`src/rtl/rdv_pkg.sv`:
```
package rdv_pkg;
   typedef enum logic {
      KIND_SEND = 1'b0,
      KIND_RECV = 1'b1
   } kind_e;
endpackage

```
`src/rtl/rdv_first_hit.sv`:
```
module rdv_first_hit #(
   parameter int N = 8
) (
   input  logic [N-1:0]               hit_vec,
   output logic                       any,
   output logic [$clog2(N)-1:0]       idx
);
   localparam int IDX_W = $clog2(N);

   if (N < 2) begin : g_bad_n
      $error("rdv_first_hit: N must be at least 2");
   end

   always_comb begin
      any = 1'b0;
      idx = '0;
      for (int i = N - 1; i >= 0; i--) begin
         if (hit_vec[i]) begin
            any = 1'b1;
            idx = IDX_W'(i);
         end
      end
   end
endmodule

```
`src/rtl/rdv_table.sv`:
```
module rdv_table #(
   parameter int DEPTH  = 8,
   parameter int SRC_W  = 4,
   parameter int TAG_W  = 8,
   parameter int INFO_W = 16
) (
   input  logic                       clk,
   input  logic                       rst_n,
   input  logic [SRC_W-1:0]           qa_src,
   input  logic [TAG_W-1:0]           qa_tag,
   output logic                       a_hit,
   output logic [$clog2(DEPTH)-1:0]   a_idx,
   output logic [INFO_W-1:0]          a_info,
   input  logic [SRC_W-1:0]           qb_src,
   input  logic [TAG_W-1:0]           qb_tag,
   output logic                       b_hit,
   output logic [$clog2(DEPTH)-1:0]   b_idx,
   output logic [INFO_W-1:0]          b_info,
   input  logic                       ins_en,
   input  rdv_pkg::kind_e             ins_kind,
   input  logic [SRC_W-1:0]           ins_src,
   input  logic [TAG_W-1:0]           ins_tag,
   input  logic [INFO_W-1:0]          ins_info,
   input  logic                       rm_en,
   input  logic [$clog2(DEPTH)-1:0]   rm_idx,
   output logic                       full
);
   import rdv_pkg::*;

   localparam int IDX_W = $clog2(DEPTH);
   localparam int CNT_W = $clog2(DEPTH + 1);

   if (DEPTH < 2 || DEPTH > 64) begin : g_bad_depth
      $error("rdv_table: DEPTH must lie in 2..64");
   end

   logic [DEPTH-1:0]  ent_vld;
   kind_e             ent_kind [DEPTH];
   logic [SRC_W-1:0]  ent_src  [DEPTH];
   logic [TAG_W-1:0]  ent_tag  [DEPTH];
   logic [INFO_W-1:0] ent_info [DEPTH];
   logic [CNT_W-1:0]  cnt;

   logic [DEPTH-1:0]  hit_a_vec;
   logic [DEPTH-1:0]  hit_b_vec;

   for (genvar g = 0; g < DEPTH; g++) begin : g_cmp
      assign hit_a_vec[g] = ent_vld[g] && (ent_kind[g] == KIND_RECV)
                            && (ent_src[g] == qa_src) && (ent_tag[g] == qa_tag);
      assign hit_b_vec[g] = ent_vld[g] && (ent_kind[g] == KIND_SEND)
                            && (ent_src[g] == qb_src) && (ent_tag[g] == qb_tag);
   end

   rdv_first_hit #(.N(DEPTH)) u_pick_a (
      .hit_vec (hit_a_vec),
      .any     (a_hit),
      .idx     (a_idx)
   );

   rdv_first_hit #(.N(DEPTH)) u_pick_b (
      .hit_vec (hit_b_vec),
      .any     (b_hit),
      .idx     (b_idx)
   );

   assign a_info = ent_info[a_idx];
   assign b_info = ent_info[b_idx];
   assign full   = (cnt == CNT_W'(DEPTH));

   always_ff @(posedge clk) begin
      if (!rst_n) begin
         cnt     <= '0;
         ent_vld <= '0;
         for (int i = 0; i < DEPTH; i++) begin
            ent_kind[i] <= KIND_SEND;
            ent_src[i]  <= '0;
            ent_tag[i]  <= '0;
            ent_info[i] <= '0;
         end
      end else if (rm_en) begin
         cnt <= cnt - 1'b1;
         for (int i = 0; i < DEPTH; i++) begin
            if (IDX_W'(i) >= rm_idx) begin
               if (i == DEPTH - 1) begin
                  ent_vld[i] <= 1'b0;
               end else begin
                  ent_vld[i]  <= ent_vld[i+1];
                  ent_kind[i] <= ent_kind[i+1];
                  ent_src[i]  <= ent_src[i+1];
                  ent_tag[i]  <= ent_tag[i+1];
                  ent_info[i] <= ent_info[i+1];
               end
            end
         end
      end else if (ins_en && !full) begin
         cnt <= cnt + 1'b1;
         for (int i = 0; i < DEPTH; i++) begin
            if (CNT_W'(i) == cnt) begin
               ent_vld[i]  <= 1'b1;
               ent_kind[i] <= ins_kind;
               ent_src[i]  <= ins_src;
               ent_tag[i]  <= ins_tag;
               ent_info[i] <= ins_info;
            end
         end
      end
   end


   no_overflow_chk: assert property (@(posedge clk) disable iff (!rst_n)
      ins_en |-> !full);


   rm_live_chk: assert property (@(posedge clk) disable iff (!rst_n)
      rm_en |-> ent_vld[rm_idx]);


   rm_shrink_chk: assert property (@(posedge clk) disable iff (!rst_n)
      rm_en |=> (cnt == $past(cnt) - 1'b1));


   packed_order_chk: assert property (@(posedge clk) disable iff (!rst_n)
      $countones(ent_vld) == int'(cnt));
endmodule

```
`src/rtl/rdv_xfer.sv`:
```
module rdv_xfer #(
   parameter int SRC_W  = 4,
   parameter int TAG_W  = 8,
   parameter int ADDR_W = 16,
   parameter int DATA_W = 32
) (
   input  logic               clk,
   input  logic               rst_n,
   input  logic               start,
   input  logic [SRC_W-1:0]   start_src,
   input  logic [TAG_W-1:0]   start_tag,
   input  logic [ADDR_W-1:0]  start_addr,
   input  logic               data_valid,
   input  logic               data_last,
   input  logic [DATA_W-1:0]  data_in,
   output logic               data_ready,
   output logic               wr_valid,
   output logic [ADDR_W-1:0]  wr_addr,
   output logic [DATA_W-1:0]  wr_data,
   output logic               done,
   output logic [SRC_W-1:0]   done_src,
   output logic [TAG_W-1:0]   done_tag,
   output logic               busy
);
   logic [ADDR_W-1:0] cur_addr;
   logic [SRC_W-1:0]  cur_src;
   logic [TAG_W-1:0]  cur_tag;

   always_ff @(posedge clk) begin
      if (!rst_n) begin
         busy     <= 1'b0;
         cur_addr <= '0;
         cur_src  <= '0;
         cur_tag  <= '0;
      end else if (start) begin
         busy     <= 1'b1;
         cur_addr <= start_addr;
         cur_src  <= start_src;
         cur_tag  <= start_tag;
      end else if (data_valid && busy) begin
         cur_addr <= cur_addr + 1'b1;
         if (data_last) begin
            busy <= 1'b0;
         end
      end
   end

   assign data_ready = busy;
   assign wr_valid   = data_valid && busy;
   assign wr_addr    = cur_addr;
   assign wr_data    = data_in;
   assign done       = wr_valid && data_last;
   assign done_src   = cur_src;
   assign done_tag   = cur_tag;


   no_restart_chk: assert property (@(posedge clk) disable iff (!rst_n)
      start |-> !busy);


   close_after_last_chk: assert property (@(posedge clk) disable iff (!rst_n)
      done |=> !busy);
endmodule

```
`src/rtl/rdv_match_engine.sv`:
```
module rdv_match_engine #(
   parameter int DEPTH  = 8,
   parameter int SRC_W  = 4,
   parameter int TAG_W  = 8,
   parameter int ADDR_W = 16,
   parameter int LEN_W  = 12,
   parameter int DATA_W = 32
) (
   input  logic               clk,
   input  logic               rst_n,
   input  logic               rts_valid,
   output logic               rts_ready,
   input  logic [SRC_W-1:0]   rts_src,
   input  logic [TAG_W-1:0]   rts_tag,
   input  logic [LEN_W-1:0]   rts_len,
   input  logic               post_valid,
   output logic               post_ready,
   input  logic [SRC_W-1:0]   post_src,
   input  logic [TAG_W-1:0]   post_tag,
   input  logic [ADDR_W-1:0]  post_addr,
   output logic               rtr_valid,
   output logic [SRC_W-1:0]   rtr_src,
   output logic [TAG_W-1:0]   rtr_tag,
   output logic [ADDR_W-1:0]  rtr_addr,
   output logic [LEN_W-1:0]   rtr_len,
   input  logic               data_valid,
   input  logic               data_last,
   input  logic [DATA_W-1:0]  data_in,
   output logic               data_ready,
   output logic               wr_valid,
   output logic [ADDR_W-1:0]  wr_addr,
   output logic [DATA_W-1:0]  wr_data,
   output logic               done,
   output logic [SRC_W-1:0]   done_src,
   output logic [TAG_W-1:0]   done_tag
);
   import rdv_pkg::*;

   localparam int IDX_W  = $clog2(DEPTH);
   localparam int INFO_W = (ADDR_W > LEN_W) ? ADDR_W : LEN_W;

   if (SRC_W < 1 || TAG_W < 1 || ADDR_W < 1 || LEN_W < 1 || DATA_W < 1) begin : g_bad_w
      $error("rdv_match_engine: all widths must be positive");
   end

   logic               a_hit, b_hit, tbl_full, xfer_busy;
   logic [IDX_W-1:0]   a_idx, b_idx;
   logic [INFO_W-1:0]  a_info, b_info;
   logic [INFO_W-1:0]  rts_info, post_info;
   logic               rts_fire, post_fire, match;
   logic               ins_en, rm_en;
   kind_e              ins_kind;
   logic [SRC_W-1:0]   ins_src;
   logic [TAG_W-1:0]   ins_tag;
   logic [INFO_W-1:0]  ins_info;
   logic [IDX_W-1:0]   rm_idx;
   logic [ADDR_W-1:0]  grant_addr;
   logic [LEN_W-1:0]   grant_len;

   if (ADDR_W == INFO_W) begin : g_addr_full
      assign post_info = post_addr;
   end else begin : g_addr_pad
      assign post_info = {{(INFO_W-ADDR_W){1'b0}}, post_addr};
   end

   if (LEN_W == INFO_W) begin : g_len_full
      assign rts_info = rts_len;
   end else begin : g_len_pad
      assign rts_info = {{(INFO_W-LEN_W){1'b0}}, rts_len};
   end

   rdv_table #(
      .DEPTH  (DEPTH),
      .SRC_W  (SRC_W),
      .TAG_W  (TAG_W),
      .INFO_W (INFO_W)
   ) u_table (
      .clk      (clk),
      .rst_n    (rst_n),
      .qa_src   (rts_src),
      .qa_tag   (rts_tag),
      .a_hit    (a_hit),
      .a_idx    (a_idx),
      .a_info   (a_info),
      .qb_src   (post_src),
      .qb_tag   (post_tag),
      .b_hit    (b_hit),
      .b_idx    (b_idx),
      .b_info   (b_info),
      .ins_en   (ins_en),
      .ins_kind (ins_kind),
      .ins_src  (ins_src),
      .ins_tag  (ins_tag),
      .ins_info (ins_info),
      .rm_en    (rm_en),
      .rm_idx   (rm_idx),
      .full     (tbl_full)
   );

   assign rts_ready  = a_hit ? !xfer_busy : !tbl_full;
   assign post_ready = !rts_valid && (b_hit ? !xfer_busy : !tbl_full);
   assign rts_fire   = rts_valid && rts_ready;
   assign post_fire  = post_valid && post_ready;
   assign match      = (rts_fire && a_hit) || (post_fire && b_hit);

   assign rm_en    = match;
   assign rm_idx   = rts_fire ? a_idx : b_idx;
   assign ins_en   = (rts_fire && !a_hit) || (post_fire && !b_hit);
   assign ins_kind = rts_fire ? KIND_SEND : KIND_RECV;
   assign ins_src  = rts_fire ? rts_src : post_src;
   assign ins_tag  = rts_fire ? rts_tag : post_tag;
   assign ins_info = rts_fire ? rts_info : post_info;

   assign grant_addr = rts_fire ? a_info[ADDR_W-1:0] : post_addr;
   assign grant_len  = rts_fire ? rts_len : b_info[LEN_W-1:0];

   always_ff @(posedge clk) begin
      if (!rst_n) begin
         rtr_valid <= 1'b0;
         rtr_src   <= '0;
         rtr_tag   <= '0;
         rtr_addr  <= '0;
         rtr_len   <= '0;
      end else begin
         rtr_valid <= match;
         if (match) begin
            rtr_src  <= ins_src;
            rtr_tag  <= ins_tag;
            rtr_addr <= grant_addr;
            rtr_len  <= grant_len;
         end
      end
   end

   rdv_xfer #(
      .SRC_W  (SRC_W),
      .TAG_W  (TAG_W),
      .ADDR_W (ADDR_W),
      .DATA_W (DATA_W)
   ) u_xfer (
      .clk        (clk),
      .rst_n      (rst_n),
      .start      (match),
      .start_src  (ins_src),
      .start_tag  (ins_tag),
      .start_addr (grant_addr),
      .data_valid (data_valid),
      .data_last  (data_last),
      .data_in    (data_in),
      .data_ready (data_ready),
      .wr_valid   (wr_valid),
      .wr_addr    (wr_addr),
      .wr_data    (wr_data),
      .done       (done),
      .done_src   (done_src),
      .done_tag   (done_tag),
      .busy       (xfer_busy)
   );


   one_table_op_chk: assert property (@(posedge clk) disable iff (!rst_n)
      $onehot0({ins_en, rm_en}));


   reply_opens_xfer_chk: assert property (@(posedge clk) disable iff (!rst_n)
      rtr_valid |-> xfer_busy);


   held_while_open_chk: assert property (@(posedge clk) disable iff (!rst_n)
      (xfer_busy && !(done)) |-> !rm_en);
endmodule

```
`config.mk`:
```
export PLATFORM = sky130hd
export DESIGN_NAME = rdv_match_engine
export DESIGN_NICKNAME = d
export VERILOG_FILES = /design/src/rtl/rdv_pkg.sv /design/src/rtl/rdv_first_hit.sv /design/src/rtl/rdv_table.sv /design/src/rtl/rdv_xfer.sv /design/src/rtl/rdv_match_engine.sv
export SDC_FILE = /design/constraint.sdc
export NUM_CORES = 1
export LEC_CHECK = 0
export BUFFER_PORTS_ARGS = -buffer_cell sky130_fd_sc_hd__buf_2
export CAP_MARGIN = 20
export CORE_MARGIN = 2
export CORE_UTILIZATION = 23
export DETAILED_ROUTE_END_ITERATION = 7
export PLACE_DENSITY = 0.35
export SKIP_CTS_REPAIR_TIMING = 1
export SYNTH_ARGS = -nofsm -noshare
export SYNTH_HDL_FRONTEND = slang
export SYNTH_SLANG_ARGS = --single-unit
export TNS_END_PERCENT = 20
```
`constraint.sdc`:
```
create_clock -name clk -period 12.6 [get_ports clk]
set_clock_uncertainty 0.2 [all_clocks]
set_input_delay 2.52 -clock clk [delete_from_list [all_inputs] [get_ports clk]]
set_output_delay 2.52 -clock clk [all_outputs]
set_load 0.02 [all_outputs]
```
==> impl_metrics.ini, run 1 <==
[sta]
rsz0062_at_grt = no
setup_viol = 0
worst_pin_slew_ns = 1.18
fin_crit_ns = 7.88
drv_slew = 0
fin_tns_setup_ns = 0
max_clock_freq_ghz = 0.127
slew_headroom_pct = 21.3
finalHoldViolations = 0
finalCritPeriodShare_pct = 62.6

[grt]
overflow = 0
antenna_found_initial = 1
grt_pass1_wl_mm = 119
grt_pass1_vias = 15600
grt_usage_pct = 20.0
grt_max_degree = 52

[cts]
clock_sinks = 302
htreeDepth = 2
clk_pin_slew_worst_paths_ns = 0.06
cts_buffers = 39
clk_latency_ns = 0.59
cts_max_path_buffers = 3
cts_tree = built
clock-root-buffer = clkbuf_16

[worst_setup_path]
cp_max_fo = 48
crit_required_ns = 9.88
critPathKind = primary input to primary output
end_kind = primary output
arrival_ns = 5.16
start_kind = primary input

[finish]
drive_above_1_share_pct = 16.2
antenna_cells = 0
fin_util_pct = 26.3
layout.nets = 1989
area_delta_synth_final_pct = 13.6

[synthesis]
syn_nets = 1983
ys_seq_area_share_pct = 45.0
synth_top_cell_area_share_pct = 37.5
synth_edf_count = 232
yosys-top-cells-area = edfxtp_1 37%, dfxtp_1 7.5%, nand3_1 6.6%
synthTopCellsByCount = 247 x nand3_1, 232 x edfxtp_1, 147 x nor2_1
synth_top_area_cell = edfxtp_1
synth_cell_type_count = 73
synthesis.area_um2 = 18600
synthArstFlopShare_pct = 0
synthCells = 1887
yosys_warnings = 0
synth-seq-cells = 302
yosysMostFrequentCell = nand3_1
synth_area_per_cell_um2 = 9.85
ys.flop_type = edfxtp_1

[floorplan]
rows = 104
start_util_pct = 23.2
dieHeight_um = 288
die-width_um = 288
die_area_um2 = 83100
pin_count = 196
coreArea_um2 = 80300

[route]
drc_errors = 0
first_iter_violations = 1578
post_drt_wl_per_cell_um = 28.4
wirelength_mm = 84.9
drtPass1Iterations = 6
final_antenna_net_count = 0
vias = 16000
viasPerCell = 5.36

[place]
io_buffer_count = 131
dp_hpwl_mm = 57.1
gp_congestion = 0.892

[power_and_ir_drop]
irDropWorstVdd_uv = 79.9
power.leakage_nw = 7.45
finalPower_mw = 2.59
p_per_area_nw_per_um2 = 123

[run]
maxCapViolCount = 0

[run_status]
status = completed

[min_path]
hold_class = flip-flop to flip-flop
[area by class of cell]
type,count,area [um2]
flip-flops and latches,302,8370
fillers,8522,59200
well taps,1060,1330
clock buffers,56,1160
repair buffers,180,1030
multi-input cells,1360,9070
inverters,10,40.0
clock inverters,15,124
[layout by cell type (no fill, tap or decap), drive strengths merged, types with 5 or more instances in the layout]
cell / synthesis / routed
a211oi: 33 / 33
a21o: 14 / 14
a21oi: 29 / 29
a22o: 114 / 114
a22oi: 60 / 60
a31oi: 22 / 22
a32oi: 5 / 5
and2: 8 / 8
and3: 14 / 14
and4: 18 / 18
buf: 138 / 180
clkbuf: 77 / 56
clkinv: 1 / 12
dfxtp: 70 / 70
edfxtp: 232 / 232
ha: 6 / 6
inv: 9 / 10
mux2: 38 / 38
mux2i: 20 / 20
nand2: 70 / 70
nand3: 247 / 247
nand4: 38 / 38
nor2: 147 / 147
nor2b: 13 / 13
nor3: 33 / 33
nor4: 20 / 20
o211ai: 17 / 17
o21a: 5 / 5
o21ai: 124 / 124
or3: 5 / 5
or4: 8 / 8
xnor2: 130 / 130
xor2: 77 / 77
[kinds of logic after synthesis]
group,after synthesis,share of synthesized area [%]
XOR/XNOR,207,9.75
AO/OA/AOI/OAI,454,17.6
AND/OR/NAND/NOR,635,17.0
multiplexers,58,3.40
adder cells (fa/ha/maj),6,0.404
flip-flops,302,45.0
buffers and inverters,225,6.79
[path summary, 6_finish.rpt]
path                            slack [ns]                  start                 endpoint  cells past startpoint
worst max register to register        7.13  u_table.ent_src[0][1]  u_table.ent_info[0][11]                     13
worst min-delay path                  0.25           rtr_addr[14]             rtr_addr[14]                      2
worst min register to register        0.25           rtr_addr[14]             rtr_addr[14]                      2
worst max-delay path                  4.72             rts_src[1]                rts_ready                      9
[sequential cells by signal, summed over array words and instances (netlist names)]
signal / flops
rtr_addr: 16
rtr_len: 12
rtr_valid: 1
u_table.cnt: 4
u_table.ent_info: 128
u_table.ent_kind: 8
u_table.ent_src: 32
u_table.ent_tag: 64
u_table.ent_vld: 8
u_xfer.busy: 1
u_xfer.done_src: 4
u_xfer.done_tag: 8
u_xfer.wr_addr: 16
[layer usage]
metal	vias to the layer above	share of wire, %	global-route usage [%]
met3	158	6.3	3.27
li1	7045	-	-
met2	687	45	31.2
met1	8087	45	27.7
met5	-	0.015	0
met4	2	3.9	7.55
[critical path: stages]
cell	delay, ns
buf_2	0.35
xnor2_1	0.17
nand3_1	0.12
or4_2	0.67
buf_4	0.31
and4_1	0.42
a21boi_4	0.22
nor2_1	0.05
buf_2	0.20
[report_power, final]
group	switching, mW	internal, mW
registers	0.0617	1.13
clock network	0.470	0.664
logic	0.174	0.0922
total	0.706	1.88
[metrics by stage]
stage | hold slack, ns | worst slack (ns) | std cells | cell area [um2]
floorplan | 0.247 | 5.77 | 1887 | 18600
detailed placement | 0.243 | 4.79 | 2911 | 19800
CTS | 0.258 | 4.79 | 2982 | 21100
finish | 0.249 | 4.72 | 2983 | 21100
global route | 0.283 | 4.69 | 2983 | 21100
global placement | 0.235 | 4.81 | 2910 | 19800
Note: power is estimated with default switching activity, not from simulation.
==> run 2, diff against run 1 <==
==> constraint.sdc (replaced) <==
create_clock -name clk -period 7.8 [get_ports clk]
set_clock_uncertainty 0.2 [all_clocks]
set_input_delay 1.56 -clock clk [delete_from_list [all_inputs] [get_ports clk]]
set_output_delay 1.56 -clock clk [all_outputs]
set_load 0.02 [all_outputs]
==> impl_metrics.ini, run 2 (synthesized netlist as in run 1, its figures left out) <==
[worst_setup_path]
arrival_ns = 4.25
cp_max_fo = 48
crit_slowest_cell = nor3_1
path_cells = buf_2, xnor2_1, nand3_1, or4_2, buf_4, nand4_2, nor3_1, nor2_1, buf_2
start_kind = primary input
end_kind = primary output
crit_top_cell = buf_2
cp.buffers_inverters = 3
cpPeakStageDelay_ns = 0.61
critPathKind = primary input to primary output
crit_family = simple AND/OR/NAND/NOR gates
crit_required_ns = 6.04

[finish]
nFillCells = 8492
final_cell_mix = 245 x nand3_1, 232 x edfxtp_1, 145 x nor2_1
final_cells = 2989
drive_above_1_share_pct = 16.1
mostFrequentLayoutCell = nand3_1
layout.nets = 1994
top_register = u_table.ent_info
area_delta_synth_final_pct = 13.6
largest_reg_flops = 128
top_regs = u_table.ent_info (128), u_table.ent_tag (64), u_table.ent_src (32)

[place]
dpl_worst_slack_ns = 1.33
dp.cells = 2916
dp_hpwl_mm = 59.1
gp_congestion = 0.882
io_buffer_count = 131

[sta]
fin_crit_ns = 6.01
finalHoldViolations = 0
setup_viol = 0
finalCritPeriodShare_pct = 77.0
setup_ws_ns = 1.79
drv_slew = 0
max_clock_freq_ghz = 0.166
worst_pin_slew_ns = 1.07
rsz0062_at_grt = no
fin_tns_setup_ns = 0
slew_headroom_pct = 27.9

[floorplan]
start_util_pct = 23.2
rows = 104
die-width_um = 288
die_area_um2 = 83100
dieHeight_um = 288
pin_count = 196
coreArea_um2 = 80300

[route]
first_iter_violations = 1572
routed.top_layer = met4
drt-met1-wl_mm = 38.3
vias = 15900
drtPass1Iterations = 5
wirelength_mm = 84.2
routed-wl-met3_mm = 6.18
final_antenna_net_count = 0
viasPerCell = 5.34
route.met2.wl_mm = 37.7
post_drt_wl_per_cell_um = 28.2
drc_errors = 0

[cts]
cts_tree = built
htreeDepth = 2
clk_pin_slew_worst_paths_ns = 0.05
cts_buffers = 39
clock-root-buffer = clkbuf_16
cts_max_path_buffers = 3
clk_latency_ns = 0.57
clock_sinks = 302

[grt]
grt_pass1_wl_mm = 120
grt_usage_pct = 19.9
grt_max_degree = 73
grt_pass1_vias = 15300
overflow = 0
antenna_found_initial = 1

[run_status]
status = completed

[min_path]
hold_class = flip-flop to flip-flop

[power_and_ir_drop]
p_per_area_nw_per_um2 = 198
irDropWorstVdd_uv = 133
power.leakage_nw = 7.46

[run]
maxCapViolCount = 0
## run 2: cell count changes in the layout (fill, tap and decap cells not counted), moves of 2 or more
cell,delta
buf_4,+3
clkbuf_8,-6
buf_12,+2
clkbuf_1,+5
## run 2: tightest hold or removal path, cell delays in order, from the launching register on
cell	delay (ns)
dfxtp_1	0.32
nand2_1	0.05
nand3_1	0.05
## run 2: final cells by class
class,count,area (um2),share of cell area [%]
clock buffer,55,1100,5.20
sequential,302,8370,39.6
clock inverter,16,148,0.699
antenna,1,2.50,0.0118
timing repair buffer,185,1080,5.12
inverter,10,40.0,0.190
multi-input combinational,1360,9050,42.9
tap,1060,1330,6.28
## run 2: final timing paths
kind / cells after the start / start / end / slack (ns)
max: 9 / rts_src[0] / rts_ready / 1.79
min: 2 / rtr_addr[5] / rtr_addr[5] / 0.25
max reg2reg: 10 / u_table.ent_src[0][30] / u_table.ent_info[5][6] / 2.67
min reg2reg: 2 / rtr_addr[5] / rtr_addr[5] / 0.25
## run 2: through the flow
step                      cell area (um2)  total power, mW  hold WS [ns]  utilization [%]
after floorplan                     18600             2.22         0.247                -
after global placement              19900             2.40         0.237             24.7
after detailed placement            19900             2.39         0.243             24.7
after CTS                           21100             4.22         0.255             26.3
after global routing                21100             4.31         0.281             26.3
final                               21100             4.18         0.248             26.3
## run 2: power breakdown
group | total (mW) | internal (mW) | switching, mW | leakage, nW
combinational | 0.439 | 0.152 | 0.287 | 3.87
clock | 1.81 | 1.05 | 0.760 | 0.610
sequential | 1.93 | 1.82 | 0.104 | 2.98
## run 2: metal layers
metal / global-route usage (%) / vias up
met3: 3.67 / 96
met1: 28.4 / 8092
met4: 5.06 / 0
met5: 0 / -
met2: 30.7 / 695
li1: - / 7066
==> run 3, diff against run 2 <==
--- a/config.mk
+++ b/config.mk
@@ -5,6 +5,7 @@
 export SDC_FILE = /design/constraint.sdc
 export NUM_CORES = 1
 export LEC_CHECK = 0
+export ABC_AREA = 1
 export BUFFER_PORTS_ARGS = -buffer_cell sky130_fd_sc_hd__buf_2
 export CAP_MARGIN = 20
 export CORE_MARGIN = 2
==> constraint.sdc (replaced) <==
create_clock -name clk -period 5.54 [get_ports clk]
set_clock_uncertainty 0.2 [all_clocks]
set_input_delay 1.108 -clock clk [delete_from_list [all_inputs] [get_ports clk]]
set_output_delay 1.108 -clock clk [all_outputs]
set_load 0.02 [all_outputs]
==> impl_metrics.ini, run 3 <==
[worst_setup_path]
critPathKind = primary input to primary output
cp_max_fo = 10
crit_required_ns = 4.23
crit_top_cell = nand2_1
crit_slowest_cell = a21oi_1
cpPeakStageDelay_ns = 0.46
cp.buffers_inverters = 3
crit_family = simple AND/OR/NAND/NOR gates
path_cells = buf_2, inv_2, o21ai_0, nor2_1, nand2_1, nor2_1, nand2_1, nand2_1, nor2_4, nand3_2, a21oi_1, buf_2
start_kind = primary input
arrival_ns = 3.47
end_kind = primary output

[synthesis]
ys.flop_type = edfxtp_1
synth-seq-cells = 302
yosys-top-cells-area = edfxtp_1 34%, nand2_1 14%, dfxtp_1 6.8%
yosys_warnings = 0
synth_area_per_cell_um2 = 7.27
synthesis.area_um2 = 20600
synthTopCellsByCount = 796 x nand2_1, 322 x nor2_1, 268 x inv_1
syn_nets = 2933
synth_top_cell_area_share_pct = 33.8
synth_edf_count = 232
yosysMostFrequentCell = nand2_1
ys_seq_area_share_pct = 40.6
synth_cell_type_count = 51
synthArstFlopShare_pct = 0
synthCells = 2837
synth_top_area_cell = edfxtp_1

[floorplan]
pin_count = 196
coreArea_um2 = 88600
start_util_pct = 23.3
die_area_um2 = 92100
dieHeight_um = 303
rows = 109
die-width_um = 303

[power_and_ir_drop]
p_clk_share_pct = 42.7
switchingPower_mw = 1.90
power.leakage_nw = 10.4
finalPower_mw = 6.25
seqPwrFrac_pct = 42.9
irDropWorstVdd_uv = 187
p_per_area_nw_per_um2 = 262
comb_power_share_pct = 14.4
swShare_pct = 30.3
p_int_mw = 4.35

[sta]
max_clock_freq_ghz = 0.210
finalCritPeriodShare_pct = 86.2
finalHoldViolations = 0
slew_headroom_pct = 22.5
fin_tns_setup_ns = 0
fin_crit_ns = 4.77
setup_viol = 0
worst_pin_slew_ns = 1.16
drv_slew = 0
rsz0062_at_grt = no

[cts]
cts_max_path_buffers = 3
cts_tree = built
clk_latency_ns = 0.59
clk_pin_slew_worst_paths_ns = 0.05
htreeDepth = 2
cts_buffers = 41
clock_sinks = 302
clock-root-buffer = clkbuf_16

[finish]
drive_above_1_share_pct = 14.9
antenna_cells = 0
layout.nets = 3015
largest_reg_flops = 128
top_regs = u_table.ent_info (128), u_table.ent_tag (64), u_table.ent_src (32)
area_delta_synth_final_pct = 15.4
final-seq-area_um2 = 8370
final_area_um2 = 23800
mostFrequentLayoutCell = nand2_1
nFillCells = 9833
final_cell_mix = 795 x nand2_1, 322 x nor2_1, 268 x inv_1
top_register = u_table.ent_info
multiInputGateArea_um2 = 10000

[route]
final_antenna_net_count = 0
drc_errors = 0
drtPass1Iterations = 5
first_iter_violations = 1924
vias = 20400
wirelength_mm = 105
post_drt_wl_per_cell_um = 25.4
viasPerCell = 4.94

[run_status]
status = completed

[place]
dp_hpwl_mm = 79.2
place_area_um2 = 22500
io_buffer_count = 131
gp_congestion = 0.984

[run]
maxCapViolCount = 0

[grt]
grt_pass1_wl_mm = 147
grt_pass1_vias = 19800
overflow = 0
antenna_found_initial = 0
grt_usage_pct = 22.3
grt_max_degree = 89

[min_path]
hold_class = flip-flop to flip-flop
[run 3: cell type report]
type / instances / area share (%)
clock inverters: 22 / 0.867
multi-input cells: 2052 / 42.0
inverters: 291 / 4.64
clock buffers: 54 / 4.64
well taps: 1165 / 6.12
repair buffers: 231 / 6.53
flip-flops and latches: 302 / 35.2
[run 3: cell families after synthesis]
group	share of synthesized area [%]
AO/OA/AOI/OAI	14.4
XOR/XNOR	2.63
adder cells (fa/ha/maj)	0.364
buffers and inverters	11.1
flip-flops	40.6
AND/OR/NAND/NOR	30.9
[run 3: tightest hold or removal path: stages (launching register included)]
cell and delay, ns:
dfxtp_1 0.30, nand2_1 0.06, nand2_1 0.04
[run 3: path summary, 6_finish.rpt]
path	from	end	slack, ns	cells past startpoint
max	post_tag[7]	post_ready	0.77	12
min	rtr_addr[11]	rtr_addr[11]	0.25	2
max reg2reg	u_table.ent_tag[0][57]	u_xfer.done_src[2]	1.46	15
min reg2reg	rtr_addr[11]	rtr_addr[11]	0.25	2
[run 3: through the flow]
stage | cells | worst slack, ns | util (%) | hold WS [ns]
after floorplan | 2837 | 1.19 | - | 0.263
after global placement | 4039 | 0.210 | 25.3 | 0.239
after detailed placement | 4041 | 0.462 | 25.4 | 0.243
after CTS | 4117 | 0.887 | 26.8 | 0.256
after global routing | 4117 | 0.695 | 26.8 | 0.272
final | 4117 | 0.767 | 26.8 | 0.248
[run 3: metal layers]
metal	GRT usage [%]	share of wire, %	vias up
li1	-	-	9491
met1	28.6	42	9848
met2	37.9	48	821
met3	2.63	5.4	191
met4	9.00	4.4	0
met5	0	0	-
[run 3: power by group through the flow]
stage	logic, mW	clock network, mW	registers (mW)
after floorplan	0.557	0	2.66
after global placement	0.898	0	2.73
after detailed placement	0.892	0	2.72
after CTS	0.896	2.72	2.68
after global routing	0.972	2.81	2.69
final	0.897	2.67	2.68
